--- config.mk ---
export PLATFORM = sky130hd
export DESIGN_NAME = shram_arbiter
export DESIGN_NICKNAME = d
export VERILOG_FILES = /design/src/rtl/shram_pkg.sv /design/src/rtl/shram_host_regs.sv /design/src/rtl/shram_cop_gate.sv /design/src/rtl/shram_port_mux.sv /design/src/rtl/shram_arbiter.sv
export SDC_FILE = /design/constraint.sdc
export NUM_CORES = 1
export LEC_CHECK = 0
export ABC_AREA = 1
export BUFFER_PORTS_ARGS = -buffer_cell sky130_fd_sc_hd__clkbuf_2
export CORE_AREA = 2 2 71 46
export DETAILED_ROUTE_END_ITERATION = 7
export DIE_AREA = 0 0 73 48
export PLACE_DENSITY = 0.84
export SETUP_SLACK_MARGIN = 0.5
export SYNTH_ARGS = -nofsm -noshare
export SYNTH_HDL_FRONTEND = slang
export SYNTH_HIERARCHICAL = 1
export SYNTH_SLANG_ARGS = --single-unit
--- constraint.sdc ---
create_clock -name clk -period 2.3 [get_ports clk]
set_input_delay 0.23 -clock clk [delete_from_list [all_inputs] [get_ports clk]]
set_output_delay 0.23 -clock clk [all_outputs]
set_load 0.02 [all_outputs]
--- src/rtl/shram_pkg.sv ---
package shram_pkg;
  typedef enum logic [2:0] {
    MODE_STOP  = 3'd0,
    MODE_FREE  = 3'd1,
    MODE_SYNC  = 3'd2,
    MODE_STEP  = 3'd3,
    MODE_RESET = 3'd4
  } cop_mode_e;

  localparam logic [1:0] SEL_CTRL = 2'd0;
  localparam logic [1:0] SEL_BANK = 2'd1;
  localparam logic [1:0] SEL_STEP = 2'd2;
endpackage

--- src/rtl/shram_host_regs.sv ---
module shram_host_regs
  import shram_pkg::*;
#(
  parameter int PAGE_W = 3,
  parameter int DATA_W = 8
) (
  input  logic              clk,
  input  logic              rst_n,
  input  logic              wr_en,
  input  logic [1:0]        sel,
  input  logic [DATA_W-1:0] wdata,
  output logic [2:0]        mode,
  output logic [PAGE_W-1:0] bank,
  output logic              mode_wr,
  output logic              step_pulse,
  output logic [DATA_W-1:0] rdata
);
  logic step_q;
  logic step_now;
  wire  unused_wdata = ^wdata;

  assign step_now   = wr_en && (sel == SEL_STEP);
  assign step_pulse = step_now && !step_q;
  assign mode_wr    = wr_en && (sel == SEL_CTRL);

  always_ff @(posedge clk) begin
    if (!rst_n) begin
      mode   <= 3'd0;
      bank   <= '0;
      step_q <= 1'b0;
    end else begin
      step_q <= step_now;
      if (wr_en && sel == SEL_CTRL) mode <= wdata[2:0];
      if (wr_en && sel == SEL_BANK) bank <= wdata[PAGE_W-1:0];
    end
  end

  always_comb begin
    rdata = '0;
    case (sel)
      SEL_CTRL: rdata[2:0]        = mode;
      SEL_BANK: rdata[PAGE_W-1:0] = bank;
      default:  rdata             = '0;
    endcase
  end


  step_single_pulse_chk: assert property (@(posedge clk) disable iff (!rst_n)
    step_pulse |=> !step_pulse);
endmodule

--- src/rtl/shram_cop_gate.sv ---
module shram_cop_gate
  import shram_pkg::*;
(
  input  logic       clk,
  input  logic       rst_n,
  input  logic [2:0] mode,
  input  logic       mode_wr,
  input  logic       step_pulse,
  input  logic       phi2,
  input  logic       host_busy,
  input  logic       cop_req,
  output logic       cop_ready,
  output logic       cop_rst_n
);
  logic phi2_q, rise, credit, allowed;
  logic got_since_rise;

  assign rise = phi2 && !phi2_q;

  always_comb begin
    case (cop_mode_e'(mode))
      MODE_FREE:            allowed = 1'b1;
      MODE_SYNC, MODE_STEP: allowed = credit;
      default:              allowed = 1'b0;
    endcase
  end

  assign cop_ready = cop_req && allowed && !host_busy;
  assign cop_rst_n = (mode != MODE_RESET);

  always_ff @(posedge clk) begin
    if (!rst_n) begin
      phi2_q <= 1'b0;
      credit <= 1'b0;
    end else begin
      phi2_q <= phi2;
      if (mode_wr)
        credit <= 1'b0;
      else if ((mode == MODE_SYNC && rise) || (mode == MODE_STEP && step_pulse))
        credit <= 1'b1;
      else if (cop_ready)
        credit <= 1'b0;
    end
  end

  // checker state: grant seen since the last phi2 rise
  always_ff @(posedge clk) begin
    if (!rst_n)         got_since_rise <= 1'b0;
    else if (rise)      got_since_rise <= cop_ready;
    else if (cop_ready) got_since_rise <= 1'b1;
  end


  host_blocks_cop_chk: assert property (@(posedge clk) disable iff (!rst_n)
    host_busy |-> !cop_ready);

  sync_one_per_phi2_chk: assert property (@(posedge clk) disable iff (!rst_n)
    (mode == MODE_SYNC && got_since_rise && !rise) |-> !cop_ready);

  step_one_grant_chk: assert property (@(posedge clk) disable iff (!rst_n)
    (mode == MODE_STEP && cop_ready) |=> !cop_ready);

  reset_mode_chk: assert property (@(posedge clk) disable iff (!rst_n)
    (mode == MODE_RESET) |-> (!cop_rst_n && !cop_ready));

  idle_mode_chk: assert property (@(posedge clk) disable iff (!rst_n)
    (mode == MODE_STOP || mode > MODE_RESET) |-> !cop_ready);
endmodule

--- src/rtl/shram_port_mux.sv ---
module shram_port_mux #(
  parameter int ADDR_W = 16,
  parameter int PAGE_W = 3,
  parameter int DATA_W = 8,
  localparam int OFF_W = ADDR_W - PAGE_W
) (
  input  logic              host_busy,
  input  logic              host_wr,
  input  logic [OFF_W-1:0]  host_off,
  input  logic [PAGE_W-1:0] bank,
  input  logic [DATA_W-1:0] host_wdata,
  input  logic              cop_grant,
  input  logic              cop_wr,
  input  logic [ADDR_W-1:0] cop_addr,
  input  logic [DATA_W-1:0] cop_wdata,
  output logic              ram_en,
  output logic              ram_we,
  output logic [ADDR_W-1:0] ram_addr,
  output logic [DATA_W-1:0] ram_wdata
);
  always_comb begin
    ram_en    = 1'b0;
    ram_we    = 1'b0;
    ram_addr  = cop_addr;
    ram_wdata = cop_wdata;
    if (host_busy) begin
      ram_en    = 1'b1;
      ram_we    = host_wr;
      ram_addr  = {bank, host_off};
      ram_wdata = host_wdata;
    end else if (cop_grant) begin
      ram_en = 1'b1;
      ram_we = cop_wr;
    end
  end
endmodule

--- src/rtl/shram_arbiter.sv ---
module shram_arbiter #(
  parameter int ADDR_W = 16,
  parameter int PAGE_W = 3,
  parameter int DATA_W = 8,
  localparam int OFF_W = ADDR_W - PAGE_W
) (
  input  logic              clk,
  input  logic              rst_n,
  input  logic              host_phi2,
  input  logic              host_win_sel,
  input  logic              host_reg_sel,
  input  logic              host_wr,
  input  logic [OFF_W-1:0]  host_addr,
  input  logic [DATA_W-1:0] host_wdata,
  output logic [DATA_W-1:0] host_rdata,
  input  logic              cop_req,
  input  logic              cop_wr,
  input  logic [ADDR_W-1:0] cop_addr,
  input  logic [DATA_W-1:0] cop_wdata,
  output logic              cop_ready,
  output logic [DATA_W-1:0] cop_rdata,
  output logic              cop_rst_n,
  output logic              ram_en,
  output logic              ram_we,
  output logic [ADDR_W-1:0] ram_addr,
  output logic [DATA_W-1:0] ram_wdata,
  input  logic [DATA_W-1:0] ram_rdata
);
  logic              host_busy, reg_wr, mode_wr, step_pulse;
  logic [2:0]        mode;
  logic [PAGE_W-1:0] bank;
  logic [DATA_W-1:0] reg_rdata;

  assign host_busy = host_phi2 && host_win_sel;
  assign reg_wr    = host_phi2 && host_reg_sel && host_wr;

  shram_host_regs #(.PAGE_W(PAGE_W), .DATA_W(DATA_W)) u_regs (
    .clk(clk), .rst_n(rst_n), .wr_en(reg_wr), .sel(host_addr[1:0]),
    .wdata(host_wdata), .mode(mode), .bank(bank), .mode_wr(mode_wr),
    .step_pulse(step_pulse), .rdata(reg_rdata));

  shram_cop_gate u_gate (
    .clk(clk), .rst_n(rst_n), .mode(mode), .mode_wr(mode_wr),
    .step_pulse(step_pulse), .phi2(host_phi2), .host_busy(host_busy),
    .cop_req(cop_req), .cop_ready(cop_ready), .cop_rst_n(cop_rst_n));

  shram_port_mux #(.ADDR_W(ADDR_W), .PAGE_W(PAGE_W), .DATA_W(DATA_W)) u_mux (
    .host_busy(host_busy), .host_wr(host_wr), .host_off(host_addr),
    .bank(bank), .host_wdata(host_wdata), .cop_grant(cop_ready),
    .cop_wr(cop_wr), .cop_addr(cop_addr), .cop_wdata(cop_wdata),
    .ram_en(ram_en), .ram_we(ram_we), .ram_addr(ram_addr),
    .ram_wdata(ram_wdata));

  assign host_rdata = host_reg_sel ? reg_rdata : ram_rdata;
  assign cop_rdata  = ram_rdata;


  host_window_map_chk: assert property (@(posedge clk) disable iff (!rst_n)
    host_busy |-> (ram_en && ram_we == host_wr &&
                   ram_addr[ADDR_W-1:OFF_W] == bank &&
                   ram_addr[OFF_W-1:0] == host_addr));

  cop_port_path_chk: assert property (@(posedge clk) disable iff (!rst_n)
    cop_ready |-> (ram_en && ram_addr == cop_addr && ram_we == cop_wr));
endmodule

==> metrics.txt, run 1 <==
# TYPE chip_impl_metric gauge
chip_impl_metric{name="synth-simple-area-share",unit=""} 0.5587
chip_impl_metric{name="dpl_cell_area",unit="sq mm"} 0.001504
chip_impl_metric{name="antenna_cells",unit=""} 0
chip_impl_metric{name="synth_cell_types",unit=""} 20
chip_impl_metric{name="final.setup_skew",unit="ns"} 0.0008297
chip_impl_metric{name="core-area",unit="sq mm"} 0.002796
chip_impl_metric{name="finalWorstPathRequiredPeriod",unit="ns"} 1.593
chip_impl_metric{name="final_max_slew_violation_count",unit=""} 0
chip_impl_metric{name="final_critical_path_setup_slack",unit="ns"} 0.7066
chip_impl_metric{name="postSynthAreaPerCell",unit="sq um"} 5.255
chip_impl_metric{name="syn_inst",unit=""} 205
chip_impl_metric{name="sink_count_of_the_clock_tree",unit=""} 9
chip_impl_metric{name="crit_fanout",unit=""} 4
chip_impl_metric{name="detail_route.drc_violations",unit=""} 0
chip_impl_metric{name="clk_latency",unit="ns"} 0.23
chip_impl_metric{name="crit_arrival",unit="ns"} 1.36
chip_impl_info{name="unrepaired_setup_endpoints_after_global_routing",value="false"} 1
chip_impl_metric{name="finalSetupViolCount",unit=""} 0
chip_impl_metric{name="fp.dieH",unit="um"} 48
chip_impl_metric{name="ctsHtreeMaxLevel",unit=""} 1
chip_impl_metric{name="yosys.area_share.adder",unit=""} 0
chip_impl_metric{name="wire_length_of_the_first_global_routing_pass",unit="um"} 4333
chip_impl_metric{name="timing.max_cap.violations",unit=""} 0
chip_impl_metric{name="finalHoldViolations",unit=""} 0
chip_impl_metric{name="area_growth",unit="%"} 43.79
chip_impl_metric{name="fin_crit_sh",unit=""} 0.6928
chip_impl_metric{name="vias_per_cell",unit=""} 4.306
chip_impl_metric{name="drt_pre_antenna_iters",unit=""} 4
chip_impl_metric{name="static-leakage-power",unit="nW"} 1.042
chip_impl_metric{name="cts_resized",unit=""} 0
chip_impl_metric{name="dp.final_hpwl",unit="um"} 2505
chip_impl_metric{name="final_layout_size_suffix_gt1_frac",unit=""} 0.4013
chip_impl_info{name="critical_path.cell_chain",value="inv_1, nor2_1, nor2_1, nand2_1, inv_1, or2_2, clkbuf_2"} 1
chip_impl_metric{name="finish.utilization",unit=""} 0.5539
chip_impl_metric{name="finalWeightedCongestion",unit=""} 0.7891
chip_impl_metric{name="drt_wl_total",unit="um"} 2957
chip_impl_metric{name="post-route-cell-area",unit="sq mm"} 0.001549
chip_impl_metric{name="seq_area",unit="sq um"} 180.2
chip_impl_metric{name="path_clk_slew",unit="ns"} 0.05
chip_impl_metric{name="grt_overflow",unit=""} 0
chip_impl_metric{name="initial_drc_count",unit=""} 41
chip_impl_metric{name="holdBufCountCts",unit=""} 0
chip_impl_metric{name="post_synth_mux_area_share",unit=""} 0
chip_impl_metric{name="grt_start_max_net_pins",unit=""} 26
chip_impl_info{name="buffer_cell_driving_the_clock_tree_root",value="sky130_fd_sc_hd__clkbuf_8"} 1
chip_impl_metric{name="portion_of_the_post_synthesis_area_used_by_sequential_elements",unit=""} 0.1672
chip_impl_info{name="worst_path_dominant_cell_family",value="simple AND/OR/NAND/NOR gates"} 1
chip_impl_metric{name="slowest_delay",unit="ns"} 0.37
chip_impl_metric{name="io_pins",unit=""} 105
chip_impl_info{name="outcome",value="completed"} 1
chip_impl_metric{name="design.final.nets",unit=""} 361
chip_impl_metric{name="die_area",unit="sq mm"} 0.003504
chip_impl_metric{name="yosys_warnings",unit=""} 6
chip_impl_metric{name="synth-seq-cells",unit=""} 9
chip_impl_metric{name="post_synth_xor_area_fraction",unit=""} 0
chip_impl_metric{name="syn-cell-area",unit="sq mm"} 0.001077
chip_impl_metric{name="initial_core_util",unit=""} 0.3852
chip_impl_metric{name="num_vias",unit=""} 1434
chip_impl_metric{name="fmax",unit="GHz"} 0.6276
chip_impl_metric{name="grt_antenna_before_repair",unit=""} 0
chip_impl_metric{name="cts_made_buffers",unit=""} 3
chip_impl_metric{name="power_density",unit="mW/mm^2"} 399.5
chip_impl_metric{name="std_cell_rows",unit=""} 15
chip_impl_metric{name="placement.setup.worst_slack",unit="ns"} 0.8281
chip_impl_metric{name="total_of_fill_cells_in_the_finished_design",unit=""} 321
chip_impl_metric{name="dp_cells",unit=""} 329
chip_impl_info{name="hold_path_class",value="in2reg"} 1
chip_impl_metric{name="groute.usage.overall",unit=""} 0.1575
chip_impl_metric{name="timing.setup.tns",unit="ns"} 0
chip_impl_metric{name="grt_pass1_vias",unit=""} 1057
chip_impl_info{name="cp-start-kind",value="register"} 1
chip_impl_metric{name="buffer_and_inverter_count_on_the_worst_path",unit=""} 3
chip_impl_metric{name="clock_tree.buffer_depth",unit=""} 2
chip_impl_metric{name="drtAntennaViolNets",unit=""} 0
chip_impl_metric{name="post_drt_wl_per_cell",unit="um"} 8.880
chip_impl_metric{name="place.port_buffers",unit=""} 104
chip_impl_metric{name="layoutNonFillerInstCount",unit=""} 333
chip_impl_metric{name="die_width",unit="um"} 73
chip_impl_info{name="synth_top_family_by_area",value="simple AND/OR/NAND/NOR gates"} 1
chip_impl_info{name="critPathCaptureType",value="output port"} 1
chip_impl_metric{name="multiInputGateArea",unit="sq um"} 666.9
chip_impl_metric{name="synth_compound_area_frac",unit=""} 0.04297
chip_impl_info{name="worst_path_max_delay_cell",value="sky130_fd_sc_hd__dfxtp_1"} 1
chip_impl_info{name="tritoncts",value="done"} 1
chip_impl_metric{name="timing.critical_path.required",unit="ns"} 2.07
chip_impl_metric{name="cts.repair_timing.setup_buffer_count",unit=""} 0
chip_impl_info{name="critPathKind",value="reg2out"} 1
chip_impl_metric{name="worst_ir_drop_vdd",unit="mV"} 0.3334
==> cells in the final DEF, fill, tap and decap left out, drive strengths merged <==
| master | count |
|---|---|
| inv | 19 |
| clkbuf | 108 |
| buf | 2 |
| nor3b | 1 |
| dfxtp | 9 |
| nor2 | 19 |
| or2 | 1 |
| nand2 | 121 |
| o21bai | 1 |
| o21ai | 3 |
| a21oi | 4 |
| conb | 5 |
| nand3 | 6 |
==> synth_stat cells (all sizes together) <==
cell type  instances  share of area
o21ai              3          0.014
inv               19          0.073
a21oi              4          0.022
conb               1         0.0035
or2                1         0.0058
nor2              19          0.073
nor3b              1         0.0070
o21bai             1         0.0070
nand3              6          0.039
nand2            121           0.43
buf               20           0.15
dfxtp              9           0.17
==> power by group <==
group / internal (mW) / switching, mW
logic: 0.102 / 0.168
clock network: 0.121 / 0.0649
registers: 0.160 / 0.00227
total: 0.384 / 0.235
==> per-stage QoR <==
| stage | hold slack [ns] | power (mW) |
|---|---|---|
| after floorplan | 0.3235 | 0.3428 |
| after global routing | 0.2538 | 0.6676 |
| after detailed placement | 0.4610 | 0.4382 |
| after global placement | 0.4611 | 0.4354 |
| after CTS | 0.2422 | 0.6262 |
| final | 0.2430 | 0.6188 |
==> cell families after synthesis <==
family | after synthesis
other | 1
AND/OR/NAND/NOR | 148
flip-flops | 9
buffers and inverters | 39
AO/OA/AOI/OAI | 8
==> sequential cells by signal, indices dropped and copies added, names as in the netlist <==
signal,count
u_regs/bank,3
u_regs/mode,3
u_gate/credit,1
u_gate/phi2_q,1
u_regs/step_q,1
==> layout make-up <==
type	instances	area share
well taps	34	0.02746
multi-input cells	161	0.4305
clock buffers	4	0.02908
repair buffers	106	0.3457
flip-flops and latches	9	0.1163
inverters	19	0.05089
==> worst paths after layout <==
kind                                     start            end  slack [ns]  depth (start not counted)
worst min-delay path                 host_phi2  u_gate/phi2_q        0.24                          3
worst max register to register  u_regs/mode[0]  u_gate/credit        1.42                          5
worst min register to register   u_gate/credit  u_gate/credit        0.47                          2
worst max-delay path            u_regs/mode[1]         ram_en        0.71                          7
==> per-layer routing <==
metal / vias up / track usage / part of all wire
met5: - / 0 / 0
met4: 0 / 0.03333 / 0
met3: 0 / 0.03789 / 0.051
met2: 43 / 0.2667 / 0.49
met1: 614 / 0.2081 / 0.46
li1: 777 / - / -
==> tightest hold or removal path: stages <==
cell and delay, ns:
sky130_fd_sc_hd__clkbuf_2 0.12, sky130_fd_sc_hd__nand2_1 0.05, sky130_fd_sc_hd__inv_1 0.04
Note: power is estimated with default switching activity, not from simulation.
==> inputs of run 2 (changes only) <==
--- a/config.mk
+++ b/config.mk
@@ -7,10 +7,10 @@
 export LEC_CHECK = 0
 export ABC_AREA = 1
 export BUFFER_PORTS_ARGS = -buffer_cell sky130_fd_sc_hd__clkbuf_2
-export CORE_AREA = 2 2 71 46
+export CORE_AREA = 2 2 74 48
 export DETAILED_ROUTE_END_ITERATION = 7
-export DIE_AREA = 0 0 73 48
-export PLACE_DENSITY = 0.84
+export DIE_AREA = 0 0 76 50
+export PLACE_DENSITY = 0.78
 export SETUP_SLACK_MARGIN = 0.5
 export SYNTH_ARGS = -nofsm -noshare
 export SYNTH_HDL_FRONTEND = slang
==> constraint.sdc (replaced) <==
create_clock -name clk -period 1.6 [get_ports clk]
set_input_delay 0.16 -clock clk [delete_from_list [all_inputs] [get_ports clk]]
set_output_delay 0.16 -clock clk [all_outputs]
set_load 0.02 [all_outputs]
==> run 2 against run 1 <==
Net effect: global-route usage is 5.6 points higher; largest cell class is now non-clock buffers; wire length is 60% higher; count of clock-buffer cells in the layout is 1 lower; clock skew is 0.00063 ns lower; via count is 13% higher; final area is 35% higher.
==> metrics.txt, run 2 (synthesis gave the netlist of run 1 again) <==
# TYPE chip_impl_metric gauge
chip_impl_info{name="rr_endpoint",value="u_gate/credit"} 1
chip_impl_metric{name="static-leakage-power",unit="nW"} 1.238
chip_impl_metric{name="fin_crit_sh",unit=""} 0.9133
chip_impl_metric{name="groute.usage.overall",unit=""} 0.2136
chip_impl_metric{name="worst_ir_drop_vdd",unit="mV"} 0.7046
chip_impl_metric{name="timing.setup.tns",unit="ns"} 0
chip_impl_info{name="tritoncts",value="done"} 1
chip_impl_metric{name="finalHoldViolations",unit=""} 0
chip_impl_metric{name="core-area",unit="sq mm"} 0.003103
chip_impl_metric{name="die_width",unit="um"} 76
chip_impl_metric{name="layoutNonFillerInstCount",unit=""} 359
chip_impl_metric{name="holdBufCountCts",unit=""} 0
chip_impl_metric{name="finalWorstPathRequiredPeriod",unit="ns"} 1.461
chip_impl_metric{name="path_clk_slew",unit="ns"} 0.05
chip_impl_metric{name="fp.dieH",unit="um"} 50
chip_impl_metric{name="drt_wl_total",unit="um"} 4730
chip_impl_metric{name="grt_start_max_net_pins",unit=""} 14
chip_impl_info{name="final_cell_mix",value="94 x sky130_fd_sc_hd__nand2_1, 73 x sky130_fd_sc_hd__clkbuf_2, 25 x sky130_fd_sc_hd__nand2_2"} 1
chip_impl_info{name="top_regs",value="u_regs/bank x3, u_regs/mode x3"} 1
chip_impl_metric{name="std_cell_rows",unit=""} 16
chip_impl_metric{name="buffer_and_inverter_count_on_the_worst_path",unit=""} 3
chip_impl_metric{name="initial_drc_count",unit=""} 72
chip_impl_metric{name="dp_cells",unit=""} 340
chip_impl_info{name="most_frequent_standard_cell_in_the_layout_excluding_fill_and_tap_cells",value="sky130_fd_sc_hd__nand2_1"} 1
chip_impl_metric{name="finalSetupViolCount",unit=""} 0
chip_impl_info{name="gr-max-usage-layer",value="met2"} 1
chip_impl_metric{name="final_max_slew_violation_count",unit=""} 0
chip_impl_metric{name="crit_fanout",unit=""} 4
chip_impl_metric{name="design.final.nets",unit=""} 376
chip_impl_metric{name="dp.final_hpwl",unit="um"} 2638
chip_impl_metric{name="clk_latency",unit="ns"} 0.24
chip_impl_metric{name="wire_length_of_the_first_global_routing_pass",unit="um"} 6479
chip_impl_info{name="min-delay-start",value="host_phi2"} 1
chip_impl_metric{name="vias_per_cell",unit=""} 4.515
chip_impl_metric{name="final.setup_skew",unit="ns"} 0.0001955
chip_impl_metric{name="die_area",unit="sq mm"} 0.003800
chip_impl_metric{name="grtUsageMet2",unit=""} 0.3750
chip_impl_info{name="critical_path.cell_chain",value="inv_2, nor2_1, nor2_1, nand2_1, inv_2, or2_4, buf_8"} 1
chip_impl_info{name="startpoint",value="u_regs/mode[1]"} 1
chip_impl_metric{name="drt_pre_antenna_iters",unit=""} 4
chip_impl_metric{name="final_layout_size_suffix_gt1_frac",unit=""} 0.5541
chip_impl_metric{name="antenna_cells",unit=""} 0
chip_impl_info{name="r2r_start",value="u_regs/mode[1]"} 1
chip_impl_metric{name="grt_pass1_vias",unit=""} 1425
chip_impl_info{name="hold_path_class",value="in2reg"} 1
chip_impl_metric{name="grt_use_met1",unit=""} 0.2593
chip_impl_metric{name="setup.reg_to_reg.worst_slack",unit="ns"} 0.60
chip_impl_metric{name="initial_core_util",unit=""} 0.3472
chip_impl_metric{name="detail_route.drc_violations",unit=""} 0
chip_impl_metric{name="drtAntennaViolNets",unit=""} 0
chip_impl_metric{name="timing.critical_path.required",unit="ns"} 1.44
chip_impl_metric{name="grt_antenna_before_repair",unit=""} 0
chip_impl_metric{name="slowest_delay",unit="ns"} 0.36
chip_impl_metric{name="clock_tree.buffer_depth",unit=""} 2
chip_impl_info{name="outcome",value="completed"} 1
chip_impl_metric{name="ctsHtreeMaxLevel",unit=""} 1
chip_impl_info{name="unrepaired_setup_endpoints_after_global_routing",value="true"} 1
chip_impl_metric{name="place.port_buffers",unit=""} 104
chip_impl_metric{name="r2r.worst_path.cells",unit=""} 7
chip_impl_metric{name="finish.utilization",unit=""} 0.6746
chip_impl_metric{name="timing.max_cap.violations",unit=""} 0
chip_impl_metric{name="grt_overflow",unit=""} 0
chip_impl_metric{name="num_vias",unit=""} 1621
chip_impl_metric{name="post_drt_wl_per_cell",unit="um"} 13.18
chip_impl_info{name="critPathCaptureType",value="output port"} 1
chip_impl_metric{name="final_critical_path_setup_slack",unit="ns"} 0.1388
chip_impl_metric{name="fmax",unit="GHz"} 0.6844
chip_impl_info{name="worst_path_dominant_cell_family",value="simple AND/OR/NAND/NOR gates"} 1
chip_impl_metric{name="finalWeightedCongestion",unit=""} 0.8892
chip_impl_metric{name="placement.setup.worst_slack",unit="ns"} 0.2559
chip_impl_metric{name="path_depth",unit=""} 7
chip_impl_metric{name="cts_made_buffers",unit=""} 3
chip_impl_metric{name="io_pins",unit=""} 105
chip_impl_metric{name="sink_count_of_the_clock_tree",unit=""} 9
chip_impl_info{name="worst_path_max_delay_cell",value="sky130_fd_sc_hd__dfxtp_4"} 1
chip_impl_info{name="critical_path.endpoint",value="ram_en"} 1
chip_impl_info{name="buffer_cell_driving_the_clock_tree_root",value="sky130_fd_sc_hd__clkbuf_8"} 1
chip_impl_info{name="critPathKind",value="reg2out"} 1
chip_impl_metric{name="area_growth",unit="%"} 94.31
chip_impl_metric{name="power_density",unit="mW/mm^2"} 513.1
chip_impl_metric{name="crit_arrival",unit="ns"} 1.30
chip_impl_info{name="cp-start-kind",value="register"} 1
chip_impl_metric{name="grtUsageMet3",unit=""} 0.04945
==> run 2: changes by cell type in the layout (fill, tap and decap cells not counted), moves of 4 or more <==
cell                       before  now
sky130_fd_sc_hd__buf_8          0    4
sky130_fd_sc_hd__inv_2          1    5
sky130_fd_sc_hd__dfxtp_1        9    5
sky130_fd_sc_hd__nand2_2        5   25
sky130_fd_sc_hd__clkbuf_2     104   73
sky130_fd_sc_hd__buf_6          0    7
sky130_fd_sc_hd__buf_4          2   14
sky130_fd_sc_hd__nand2_1      116   94
sky130_fd_sc_hd__clkbuf_8       3   16
sky130_fd_sc_hd__inv_1         17   12
==> run 2: metrics by stage <==
stage	hold slack, ns	total power [mW]	instance area (sq um)
finish	0.1225	1.074	2093
global route	0.1492	1.137	2093
CTS	0.1498	1.012	1917
detailed placement	0.4191	0.6350	1533
global placement	0.4094	0.6323	1533
floorplan	0.2535	0.4941	1095
==> run 2: what timing repair did <==
item	4_1_cts	5_1_grt
resized for setup	61	61
cloned	5	1
pin swaps	6	16
setup endpoints to repair	31	34
buffers inserted	4	5
==> run 2: worst min-delay path by stage <==
stage,end,depth (start not counted),slack [ns]
after detailed placement,u_gate/phi2_q,3,0.42
after CTS,u_gate/phi2_q,3,0.15
final,u_gate/phi2_q,3,0.12
after global placement,u_gate/phi2_q,3,0.41
after global routing,u_gate/phi2_q,3,0.15
after floorplan,u_gate/phi2_q,2,0.25
==> run 2: worst reg2reg max path, stage by stage (launching register included) <==
cell and delay (ns):
sky130_fd_sc_hd__dfxtp_4 0.35, sky130_fd_sc_hd__inv_2 0.06, sky130_fd_sc_hd__nor2_1 0.04, sky130_fd_sc_hd__nor2_1 0.10
sky130_fd_sc_hd__nand2_1 0.10, sky130_fd_sc_hd__buf_4 0.14, sky130_fd_sc_hd__nand2_1 0.07, sky130_fd_sc_hd__a21oi_2 0.05
==> run 2: where the power goes <==
group / internal [mW] / switching, mW
combinational: 0.263 / 0.308
sequential: 0.228 / 0.00390
clock: 0.171 / 0.101
total: 0.661 / 0.413
==> run 2: final cells by class <==
class,count,area [sq um]
timing repair buffer,118,910.9
clock buffer,3,41.29
tap,45,56.30
fill,262,1010
multi-input combinational,161,763.2
timing repair inverter,3,33.78
clock inverter,1,5.005
inverter,19,92.59
sequential,9,190.2
==> run 2: routing by layer <==
layer / share of wire / vias up / wire length, um
met4: 0.017 / 0 / 80
met2: 0.50 / 86 / 2387
met3: 0.075 / 8 / 356
li1: - / 815 / -
met1: 0.40 / 712 / 1905
met5: 0 / - / 0
==> inputs of run 3 (changes only) <==
--- a/config.mk
+++ b/config.mk
@@ -5,12 +5,11 @@
 export SDC_FILE = /design/constraint.sdc
 export NUM_CORES = 1
 export LEC_CHECK = 0
-export ABC_AREA = 1
 export BUFFER_PORTS_ARGS = -buffer_cell sky130_fd_sc_hd__clkbuf_2
 export CORE_AREA = 2 2 74 48
 export DETAILED_ROUTE_END_ITERATION = 7
 export DIE_AREA = 0 0 76 50
-export PLACE_DENSITY = 0.78
+export PLACE_DENSITY = 0.79
 export SETUP_SLACK_MARGIN = 0.5
 export SYNTH_ARGS = -nofsm -noshare
 export SYNTH_HDL_FRONTEND = slang
==> run 3 against run 2 <==
Net effect: sequential cell count stayed put; wire length is 23% lower; count of clock-buffer cells in the layout up 1; first-iteration DRC count fell by 46%; total power fell by 0.91%; non-clock buffer count increased by 2; clock power shrank 2%; die area stayed put; final cell count fell by 29%; worst hold slack better by 0.10 ns; register-to-register slack worse by 0.20 ns; clock skew increased by 0.0030 ns.
==> metrics.txt, run 3 <==
# TYPE chip_impl_metric gauge
chip_impl_info{name="unrepaired_setup_endpoints_after_global_routing",value="true"} 1
chip_impl_metric{name="total_power",unit="mW"} 1.064
chip_impl_metric{name="synth-seq-cells",unit=""} 9
chip_impl_metric{name="worst_ir_drop_vdd",unit="mV"} 0.4672
chip_impl_metric{name="initial_core_util",unit=""} 0.3552
chip_impl_metric{name="yosys_warnings",unit=""} 6
chip_impl_metric{name="post_drt_wl_per_cell",unit="um"} 14.30
chip_impl_metric{name="power_density",unit="mW/mm^2"} 505.9
chip_impl_info{name="most_frequent_standard_cell_in_the_layout_excluding_fill_and_tap_cells",value="sky130_fd_sc_hd__clkbuf_2"} 1
chip_impl_info{name="r2r_start",value="u_regs/mode[1]"} 1
chip_impl_metric{name="fmax",unit="GHz"} 0.6550
chip_impl_metric{name="wire_length_of_the_first_global_routing_pass",unit="um"} 5727
chip_impl_info{name="top_regs",value="u_regs/bank x3, u_regs/mode x3"} 1
chip_impl_metric{name="vias_per_cell",unit=""} 4.559
chip_impl_info{name="buffer_cell_driving_the_clock_tree_root",value="sky130_fd_sc_hd__clkbuf_8"} 1
chip_impl_metric{name="timing.critical_path.required",unit="ns"} 1.44
chip_impl_info{name="worst_path_max_delay_cell",value="sky130_fd_sc_hd__dfxtp_4"} 1
chip_impl_metric{name="finalWeightedCongestion",unit=""} 0.8066
chip_impl_info{name="synth_top_area_cell",value="sky130_fd_sc_hd__mux2_4"} 1
chip_impl_metric{name="finalHoldViolations",unit=""} 0
chip_impl_info{name="critical_path.cell_chain",value="mux2i_2, nor4b_4, nand2_1, o21ai_2, clkbuf_4"} 1
chip_impl_metric{name="synth_cell_types",unit=""} 24
chip_impl_metric{name="syn_inst",unit=""} 102
chip_impl_metric{name="timing.max_cap.violations",unit=""} 0
chip_impl_metric{name="fp.dieH",unit="um"} 50
chip_impl_info{name="final_cell_mix",value="72 x sky130_fd_sc_hd__clkbuf_2, 32 x sky130_fd_sc_hd__mux2_4, 20 x sky130_fd_sc_hd__buf_6"} 1
chip_impl_metric{name="clock_tree.buffer_depth",unit=""} 2
chip_impl_metric{name="dp.final_hpwl",unit="um"} 2580
chip_impl_metric{name="fin_crit_sh",unit=""} 0.9542
chip_impl_metric{name="clk_network_pwr_share",unit=""} 0.249
chip_impl_metric{name="hold-worst-slack",unit="ns"} 0.2239
chip_impl_info{name="synth_flop_cell",value="sky130_fd_sc_hd__dfxtp_1"} 1
chip_impl_metric{name="crit_fanout",unit=""} 3
chip_impl_metric{name="setup.reg_to_reg.worst_slack",unit="ns"} 0.40
chip_impl_info{name="tritoncts",value="done"} 1
chip_impl_metric{name="groute.usage.overall",unit=""} 0.1880
chip_impl_metric{name="synthArstFlopShare",unit=""} 0
chip_impl_info{name="critical_path.endpoint",value="ram_we"} 1
chip_impl_info{name="startpoint",value="u_regs/mode[1]"} 1
chip_impl_metric{name="die_width",unit="um"} 76
chip_impl_metric{name="timing.setup.tns",unit="ns"} 0
chip_impl_metric{name="power.share.switching",unit=""} 0.3152
chip_impl_info{name="critPathCaptureType",value="output port"} 1
chip_impl_metric{name="power.net_switching",unit="mW"} 0.3354
chip_impl_metric{name="place.port_buffers",unit=""} 104
chip_impl_metric{name="num_vias",unit=""} 1167
chip_impl_info{name="worst_path_dominant_cell_family",value="simple AND/OR/NAND/NOR gates"} 1
chip_impl_metric{name="power.combinational.fraction",unit=""} 0.538
chip_impl_metric{name="grt_start_max_net_pins",unit=""} 14
chip_impl_metric{name="total_of_fill_cells_in_the_finished_design",unit=""} 224
chip_impl_metric{name="layoutNonFillerInstCount",unit=""} 256
chip_impl_metric{name="final_layout_size_suffix_gt1_frac",unit=""} 0.8009
chip_impl_metric{name="drtAntennaViolNets",unit=""} 0
chip_impl_metric{name="die_area",unit="sq mm"} 0.003800
chip_impl_metric{name="r2r.worst_path.cells",unit=""} 5
chip_impl_metric{name="core-area",unit="sq mm"} 0.003103
chip_impl_metric{name="path_depth",unit=""} 5
chip_impl_info{name="outcome",value="completed"} 1
chip_impl_info{name="rr_endpoint",value="u_gate/credit"} 1
chip_impl_info{name="critPathKind",value="reg2out"} 1
chip_impl_metric{name="final_max_slew_violation_count",unit=""} 0
chip_impl_metric{name="io_pins",unit=""} 105
chip_impl_metric{name="path_clk_slew",unit="ns"} 0.04
chip_impl_metric{name="finalSetupViolCount",unit=""} 0
chip_impl_metric{name="design.final.nets",unit=""} 273
chip_impl_info{name="cp-start-kind",value="register"} 1
chip_impl_metric{name="dp_cells",unit=""} 240
chip_impl_metric{name="final.setup_skew",unit="ns"} 0.003200
chip_impl_metric{name="finish.utilization",unit=""} 0.6778
chip_impl_metric{name="detail_route.drc_violations",unit=""} 0
chip_impl_info{name="yosysMostFrequentCell",value="sky130_fd_sc_hd__mux2_4"} 1
chip_impl_metric{name="finalWorstPathRequiredPeriod",unit="ns"} 1.527
chip_impl_metric{name="antenna_cells",unit=""} 0
chip_impl_metric{name="grt_pass1_vias",unit=""} 1171
chip_impl_info{name="synth.top_cells.by_count",value="25 x sky130_fd_sc_hd__mux2_4, 13 x sky130_fd_sc_hd__buf_4, 12 x sky130_fd_sc_hd__nand2_1"} 1
chip_impl_metric{name="synth.top_cell.area_share",unit=""} 0.3405
chip_impl_metric{name="grt_antenna_before_repair",unit=""} 0
chip_impl_metric{name="std_cell_rows",unit=""} 16
chip_impl_metric{name="sink_count_of_the_clock_tree",unit=""} 9
chip_impl_metric{name="clk_latency",unit="ns"} 0.23
chip_impl_metric{name="drt_wl_total",unit="um"} 3660
chip_impl_metric{name="grt_overflow",unit=""} 0
chip_impl_metric{name="drt_pre_antenna_iters",unit=""} 4
chip_impl_metric{name="crit_arrival",unit="ns"} 1.37
chip_impl_metric{name="ctsHtreeMaxLevel",unit=""} 1
chip_impl_info{name="hold_path_class",value="in2reg"} 1
chip_impl_metric{name="cts_made_buffers",unit=""} 3
chip_impl_metric{name="synth-edff-count",unit=""} 0
chip_impl_metric{name="slowest_delay",unit="ns"} 0.34
chip_impl_metric{name="power_report.internal_total",unit="mW"} 0.7287
chip_impl_info{name="synth_top_cells_by_area",value="sky130_fd_sc_hd__mux2_4 34%, sky130_fd_sc_hd__dfxtp_1 16%, sky130_fd_sc_hd__mux2i_1 9.1%"} 1
chip_impl_metric{name="postSynthAreaPerCell",unit="sq um"} 10.81
chip_impl_metric{name="buffer_and_inverter_count_on_the_worst_path",unit=""} 1
chip_impl_metric{name="initial_drc_count",unit=""} 39
chip_impl_metric{name="syn-cell-area",unit="sq mm"} 0.001102
chip_impl_metric{name="area_growth",unit="%"} 90.81
chip_impl_metric{name="power_frac_seq",unit=""} 0.213
chip_impl_metric{name="static-leakage-power",unit="nW"} 1.111
chip_impl_metric{name="portion_of_the_post_synthesis_area_used_by_sequential_elements",unit=""} 0.1635
-- run 3: cell count changes in the layout (fill, tap and decap cells not counted), sizes merged, moves of 2 or more --
cell | previous run | this run
nand2 | 121 | 12
mux2 | 0 | 32
inv | 22 | 0
buf | 30 | 47
clkbuf | 91 | 77
nor2 | 19 | 5
mux2i | 0 | 10
nand3 | 6 | 0
a21oi | 4 | 0
and2 | 0 | 2
nand3b | 0 | 2
o21ai | 3 | 1
-- run 3: worst min-delay path by stage --
stage | start | to | slack [ns] | depth (start not counted)
final | host_wdata[2] | u_regs/mode[2] | 0.22 | 3
after floorplan | host_phi2 | u_gate/phi2_q | 0.28 | 1
after detailed placement | host_phi2 | u_gate/phi2_q | 0.42 | 2
after global routing | host_wdata[2] | u_regs/bank[2] | 0.22 | 3
after CTS | host_wdata[2] | u_regs/mode[2] | 0.21 | 3
after global placement | host_phi2 | u_gate/phi2_q | 0.41 | 2
-- run 3: area by class of cell --
class	count	area (sq um)	share of cell area
Timing Repair Buffer	120	988.4	0.4700
Clock buffer	4	45.04	0.02142
Multi-Input combinational cell	78	820.8	0.3902
Tap cell	45	56.30	0.02677
Sequential cell	9	192.7	0.09161
-- run 3: worst reg2reg max path: cells and delay by family (launching register included) --
family / cells / cell delay (ns)
AND/OR/NAND/NOR: 1 / 0.26
AO/OA/AOI/OAI: 1 / 0.05
multiplexers: 1 / 0.15
buffers and inverters: 2 / 0.27
flip-flops: 1 / 0.34
-- run 3: through the flow --
stage	area, sq um	setup WS [ns]
final	2103	0.07323
after global routing	2103	0.02279
after CTS	1924	0.08114
after detailed placement	1584	0.2262
after global placement	1584	0.2728
after floorplan	1135	0.1941
-- run 3: cell families (layout without fill, tap and decap cells) --
family | Yosys count | count (layout) | synth area share
other cells | 1 | 5 | 0.003402
compound gates | 3 | 3 | 0.01703
simple gates | 28 | 28 | 0.1578
mux | 42 | 42 | 0.5028
buf+inv | 19 | 124 | 0.1555
flops | 9 | 9 | 0.1634
-- run 3: per-layer routing --
metal	GRT usage	vias to the layer above	part of all wire
met5	0	-	0
met4	0.02121	0	0.0027
met3	0.06044	2	0.090
met2	0.3051	60	0.48
met1	0.2530	537	0.43
li1	-	568	-
-- run 3: power groups by stage --
| stage | Sequential (mW) | Combinational [mW] | Clock [mW] |
|---|---|---|---|
| floorplan | 0.235 | 0.289 | 0 |
| global placement | 0.236 | 0.409 | 0 |
| detailed placement | 0.236 | 0.416 | 0 |
| CTS | 0.227 | 0.502 | 0.267 |
| global route | 0.227 | 0.601 | 0.276 |
| finish | 0.227 | 0.572 | 0.265 |
-- run 3: repair_timing --
item,in CTS,in global routing
hold buffers,0,0
pin swaps,1,2
gates cloned,2,0
gates resized for setup,43,74
setup buffers,8,2
setup endpoints to repair,31,32
